--- config.mk ---
export PLATFORM = sky130hd
export DESIGN_NAME = gpio_port
export DESIGN_NICKNAME = d
export VERILOG_FILES = /design/src/rtl/gpio_port_pkg.sv /design/src/rtl/gpio_sync.sv /design/src/rtl/gpio_regs.sv /design/src/rtl/gpio_pad.sv /design/src/rtl/gpio_port.sv
export SDC_FILE = /design/constraint.sdc
export NUM_CORES = 1
export LEC_CHECK = 0
export BUFFER_PORTS_ARGS = -buffer_cell sky130_fd_sc_hd__buf_4
export CORE_UTILIZATION = 45
export CTS_BUF_LIST = sky130_fd_sc_hd__clkbuf_8
export DETAILED_ROUTE_END_ITERATION = 6
export HOLD_SLACK_MARGIN = 0.05
export PLACE_DENSITY = 0.87
export SETUP_SLACK_MARGIN = 0.5
export SLEW_MARGIN = 40
export SYNTH_ARGS = -nofsm -noshare
export SYNTH_HDL_FRONTEND = slang
export SYNTH_SLANG_ARGS = --single-unit
--- constraint.sdc ---
create_clock -name clk -period 2.6 [get_ports clk]
set_input_delay 0.26 -clock clk [delete_from_list [all_inputs] [get_ports clk]]
set_output_delay 0.26 -clock clk [all_outputs]
set_load 0.02 [all_outputs]
--- src/rtl/gpio_port_pkg.sv ---
package gpio_port_pkg;

    localparam int PORT_W  = 8;
    localparam int ADDR_W  = 8;
    localparam int OD_PINS = 4;

    localparam logic [ADDR_W-1:0] ADDR_LATCH = 8'h01;
    localparam logic [ADDR_W-1:0] ADDR_DIR   = 8'h05;

    typedef enum logic [1:0] {
        RSEL_NONE  = 2'd0,
        RSEL_LATCH = 2'd1,
        RSEL_DIR   = 2'd2
    } rd_sel_e;

    typedef struct packed {
        logic [PORT_W-1:0] val;
        logic [PORT_W-1:0] oe;
    } pad_drive_t;

    function automatic rd_sel_e decode_addr(input logic [ADDR_W-1:0] a);
        if (a == ADDR_LATCH)    return RSEL_LATCH;
        else if (a == ADDR_DIR) return RSEL_DIR;
        else                    return RSEL_NONE;
    endfunction

endpackage

--- src/rtl/gpio_sync.sv ---
module gpio_sync #(
    parameter int W = 8
) (
    input  logic         clk,
    input  logic         rst,
    input  logic [W-1:0] d,
    output logic [W-1:0] q
);
    logic [W-1:0] stage1;
    logic [W-1:0] stage2;
    logic [1:0]   warm;

    always_ff @(posedge clk) begin
        if (rst) begin
            stage1 <= '0;
            stage2 <= '0;
        end else begin
            stage1 <= d;
            stage2 <= stage1;
        end
    end

    always_ff @(posedge clk) begin
        if (rst)               warm <= 2'd0;
        else if (warm != 2'd2) warm <= warm + 2'd1;
    end

    assign q = stage2;

    AST_SYNC_TWO_CLK: assert property (@(posedge clk) disable iff (rst)
        (warm == 2'd2) |-> (q == $past(d, 2)));

endmodule

--- src/rtl/gpio_regs.sv ---
module gpio_regs
    import gpio_port_pkg::*;
#(
    parameter int W  = PORT_W,
    parameter int AW = ADDR_W
) (
    input  logic          clk,
    input  logic          rst,
    input  logic          wr,
    input  logic [AW-1:0] addr,
    input  logic [W-1:0]  wdata,
    output logic [W-1:0]  latch_q,
    output logic [W-1:0]  dir_q
);
    rd_sel_e sel;
    assign sel = decode_addr(addr);

    // Output latch: deliberately no reset term.
    always_ff @(posedge clk) begin
        if (wr && sel == RSEL_LATCH) latch_q <= wdata;
    end

    always_ff @(posedge clk) begin
        if (rst)                       dir_q <= '0;
        else if (wr && sel == RSEL_DIR) dir_q <= wdata;
    end

    AST_DIR_CLEARED: assert property (@(posedge clk)
        rst |=> (dir_q == '0));
    AST_DIR_HOLD: assert property (@(posedge clk) disable iff (rst)
        !(wr && addr == ADDR_DIR) |=> $stable(dir_q));

endmodule

--- src/rtl/gpio_pad.sv ---
module gpio_pad
    import gpio_port_pkg::*;
#(
    parameter int W    = PORT_W,
    parameter int OD_N = OD_PINS
) (
    input  logic         clk,
    input  logic         rst,
    input  logic [W-1:0] dir,
    input  logic [W-1:0] latch,
    input  logic [W-1:0] alt_en,
    input  logic [W-1:0] alt_out,
    input  logic [W-1:0] alt_oe,
    output pad_drive_t   drv
);
    logic [W-1:0] own_val;
    logic [W-1:0] own_oe;

    for (genvar i = 0; i < W; i++) begin : g_pin
        if (i < OD_N) begin : g_od
            assign own_val[i] = 1'b0;
            assign own_oe[i]  = dir[i] & ~latch[i];
        end else begin : g_pp
            assign own_val[i] = latch[i];
            assign own_oe[i]  = dir[i];
        end
        assign drv.val[i] = alt_en[i] ? alt_out[i] : own_val[i];
        assign drv.oe[i]  = alt_en[i] ? alt_oe[i]  : own_oe[i];
    end

    AST_OD_NO_HIGH: assert property (@(posedge clk) disable iff (rst)
        ((drv.oe[OD_N-1:0] & drv.val[OD_N-1:0] & ~alt_en[OD_N-1:0]) == '0));

endmodule

--- src/rtl/gpio_port.sv ---
module gpio_port
    import gpio_port_pkg::*;
#(
    parameter int W    = PORT_W,
    parameter int AW   = ADDR_W,
    parameter int OD_N = OD_PINS
) (
    input  logic          clk,
    input  logic          rst,
    input  logic          bus_wr,
    input  logic [AW-1:0] bus_addr,
    input  logic [W-1:0]  bus_wdata,
    output logic [W-1:0]  bus_rdata,
    input  logic [W-1:0]  pin_in,
    output logic [W-1:0]  pin_out,
    output logic [W-1:0]  pin_oe,
    input  logic [W-1:0]  alt_en,
    input  logic [W-1:0]  alt_out,
    input  logic [W-1:0]  alt_oe
);
    logic [W-1:0] latch_q;
    logic [W-1:0] dir_q;
    logic [W-1:0] pin_sync;
    logic [W-1:0] read_own;
    pad_drive_t   drv;

    gpio_regs #(.W(W), .AW(AW)) u_regs (
        .clk     (clk),
        .rst     (rst),
        .wr      (bus_wr),
        .addr    (bus_addr),
        .wdata   (bus_wdata),
        .latch_q (latch_q),
        .dir_q   (dir_q)
    );

    gpio_sync #(.W(W)) u_sync (
        .clk (clk),
        .rst (rst),
        .d   (pin_in),
        .q   (pin_sync)
    );

    gpio_pad #(.W(W), .OD_N(OD_N)) u_pad (
        .clk     (clk),
        .rst     (rst),
        .dir     (dir_q),
        .latch   (latch_q),
        .alt_en  (alt_en),
        .alt_out (alt_out),
        .alt_oe  (alt_oe),
        .drv     (drv)
    );

    assign pin_out = drv.val;
    assign pin_oe  = drv.oe;

    // Bits the CPU owns are read back from the latch; the rest from the pin.
    assign read_own = dir_q & ~alt_en;

    always_comb begin
        unique case (decode_addr(bus_addr))
            RSEL_LATCH: bus_rdata = (latch_q & read_own) | (pin_sync & ~read_own);
            RSEL_DIR:   bus_rdata = dir_q;
            default:    bus_rdata = '0;
        endcase
    end

    AST_INPUT_HIZ: assert property (@(posedge clk) disable iff (rst)
        ((pin_oe & ~dir_q & ~alt_en) == '0));
    AST_UNMAPPED_ZERO: assert property (@(posedge clk) disable iff (rst)
        (bus_addr != ADDR_LATCH && bus_addr != ADDR_DIR) |-> (bus_rdata == '0));
    AST_DIR_READBACK: assert property (@(posedge clk) disable iff (rst)
        (bus_addr == ADDR_DIR) |-> (bus_rdata == dir_q));

endmodule

==> run metrics <==
Largest delay share family, worst path=simple AND/OR/NAND/NOR gates; number of synthesized register bits=32; Max stage delay on crit path=0.47 ns; Synth Instances=139; # rows=20; Clock Tree Buf Depth=2; met2 WL post-DR=1894 um; core area=0.003078 mm2; GPL Wtd Cong=0.7663; CP endpoint kind=primary output; clk_skew=0.001835 ns; slack of the critical path=0.8385 ns; ys flop type=dfxtp_1; share of cells above drive strength 1=45.87%; Post-Route WL=3505 um; H-tree depth=2; Chip Height=59.26 um; status=finished, final reports clean; total clock sinks=32; WHS=0.1636 ns; EDFF count, synth=8; Worst Hold Launch=bus_wdata[2]; Placement Setup Slack=0.8320 ns; Hold Crit Class=in2reg; fin crit period=1.762 ns; Iter 0 DRT Violations=32; pwr/cell area=524.9 mW/mm2; critical path type=reg2out; Starting Density=47.93%; antenna violations before repair=0; VDD IR max=0.4370 mV; cts bufs inserted=5; DRC Markers=0; met1 WL=1371 um; Setup TNS=0 ns; IO buf count=74; Critical R2R Launch=u_regs.dir_q[6]; endpoints failing hold=0; Final ANT Viol Nets=0; final setup fails=0; worst-skew pair later-pin latency=0.28 ns; drt pass-1 iters=4; final net count=268; Root Buffer=clkbuf_8; post-synthesis sequential area ratio=48.85%; Max Fclk=0.5677 GHz; GRT Util Overall=21.59%; setup bufs post-CTS=0; Post-synth ARST share=0%; DR WL met3=218 um; period utilization=67.75%; Worst setup startpoint=u_regs.latch_q[0]; RSZ-0062 raised after global routing=no; critical-path cell list=or3b_2, a21oi_1, nor3_1, buf_4; max_slew headroom=74.43%; width of the die=59.26 um; largest net degree at the start of global routing=33; Tot Pwr=1.150 mW; first-pass GRT wire length=5520 um; Slew @ Worst Pin=0.3832 ns; CTS Hold Bufs=0; Slew Limit Fails=0; Synth area leader=dfxtp_1; Ys Warns=0; fill count=239; Via Count=1303; top post-synthesis cells by area=dfxtp_1 (33%), edfxtp_1 (16%), nand2b_1 (10%), mux2i_1 (8.1%), nor2b_1 (6.8%); vias per inst=4.973; GRT overflow=0; Area Growth Syn to Fin=48.52%; Post-Syn Area per Cell=10.61 um2; Synth cell types=21; Worst Path Max Fanout=2; top post-synthesis cells by count=dfxtp_1 (24), nand2b_1 (24), nor2b_1 (16), a21oi_1 (12), mux2i_1 (12); Arr. time, crit path=1.50 ns; Startpoint Class=flop; cts repair resizes=0; Synth top area share=32.57%; # IOs=75; area of the die=0.003511 mm2; CTS tree=yes; crit path buf inv count=1; ant diodes=0; top layer in use=met4; Worst EP required=2.34 ns; Max Cap Viol=0; CTS clk-pin slew, worst paths=0.07 ns; Post-DP HPWL=2650 um; Mapped Nets=190; vias in the first global route=1302; mapped cell area=0.001475 mm2; WL/cell=13.38 um; CP max-delay cell=or3b_2; Pleak=0.9963 nW
path summary, 6_finish.rpt:
path,to,slack [ns],cells past startpoint
worst max register to register,u_regs.dir_q[6],1.96,2
worst min-delay path,u_regs.latch_q[2],0.16,1
worst max-delay path,bus_rdata[0],0.84,4
worst min register to register,u_sync.q[7],0.44,1
final cells by class:
| cell class | instances | area [um2] | share of cell area, % |
|---|---|---|---|
| Clock inverter | 3 | 42.54 | 1.942 |
| Timing Repair Buffer | 76 | 570.5 | 26.04 |
| Tap cell | 44 | 55.05 | 2.513 |
| Multi-Input combinational cell | 101 | 729.5 | 33.30 |
| Inverter | 1 | 3.754 | 0.1713 |
| Sequential cell | 32 | 720.7 | 32.90 |
| Clock buffer | 5 | 68.82 | 3.141 |
per-layer routing:
metal,vias up,track usage [%]
met2,54,41.25
met3,2,7.205
met4,0,6.463
met1,612,21.81
met5,-,0
li1,635,-
cell families (layout without fill, tap and decap cells):
kind of cell | count (synthesis) | after routing | synth area share, %
buffers and inverters | 6 | 85 | 1.695
AO/OA/AOI/OAI | 16 | 16 | 6.107
flip-flops | 32 | 32 | 48.85
AND/OR/NAND/NOR | 65 | 65 | 29.09
multiplexers | 20 | 20 | 14.25
flip-flops by register name (all words and copies together) (netlist names):
name	cells
u_sync.stage1	8
u_sync.q	8
u_regs.dir_q	8
u_regs.latch_q	8
per-stage QoR:
stage | cells | util, % | cell area, um2
CTS | 262 | 71.18 | 2191
floorplan | 139 | - | 1475
global placement | 254 | 67.56 | 2079
finish | 262 | 71.18 | 2191
detailed placement | 254 | 67.56 | 2079
global route | 262 | 71.18 | 2191
cell usage in the layout (no fill, tap or decap):
cell type | synthesis | final
nand2b_1 | 24 | 24
bufinv_16 | 0 | 1
a211oi_1 | 4 | 4
nor4_4 | 1 | 1
nand2_1 | 8 | 8
a21oi_1 | 12 | 12
nand4_4 | 1 | 1
edfxtp_1 | 8 | 8
buf_4 | 0 | 76
nor3_1 | 4 | 4
mux2i_1 | 12 | 12
inv_1 | 1 | 1
clkinvlp_4 | 0 | 1
mux2_2 | 8 | 8
dfxtp_1 | 24 | 24
or3b_2 | 4 | 4
and2_1 | 4 | 4
nor3b_2 | 1 | 1
clkbuf_8 | 0 | 5
nor3b_1 | 1 | 1
nor2b_1 | 16 | 16
nand2_2 | 1 | 1
clkinv_2 | 0 | 1
worst reg2reg max path: cells and delay by family, from the launching register on:
| kind | cells | cell delay [ns] |
|---|---|---|
| flops | 1 | 0.38 |
| simple gates | 1 | 0.08 |
| mux | 1 | 0.12 |
power by group:
part           switching (mW)  total (mW)  leakage [nW]  internal [mW]
registers             0.00418       0.526         0.269          0.521
clock network           0.183       0.466        0.0541          0.283
logic                  0.0659       0.158         0.673         0.0924
total                   0.253        1.15         0.996          0.897
No activity file was read; power rests on OpenSTA's default activity.
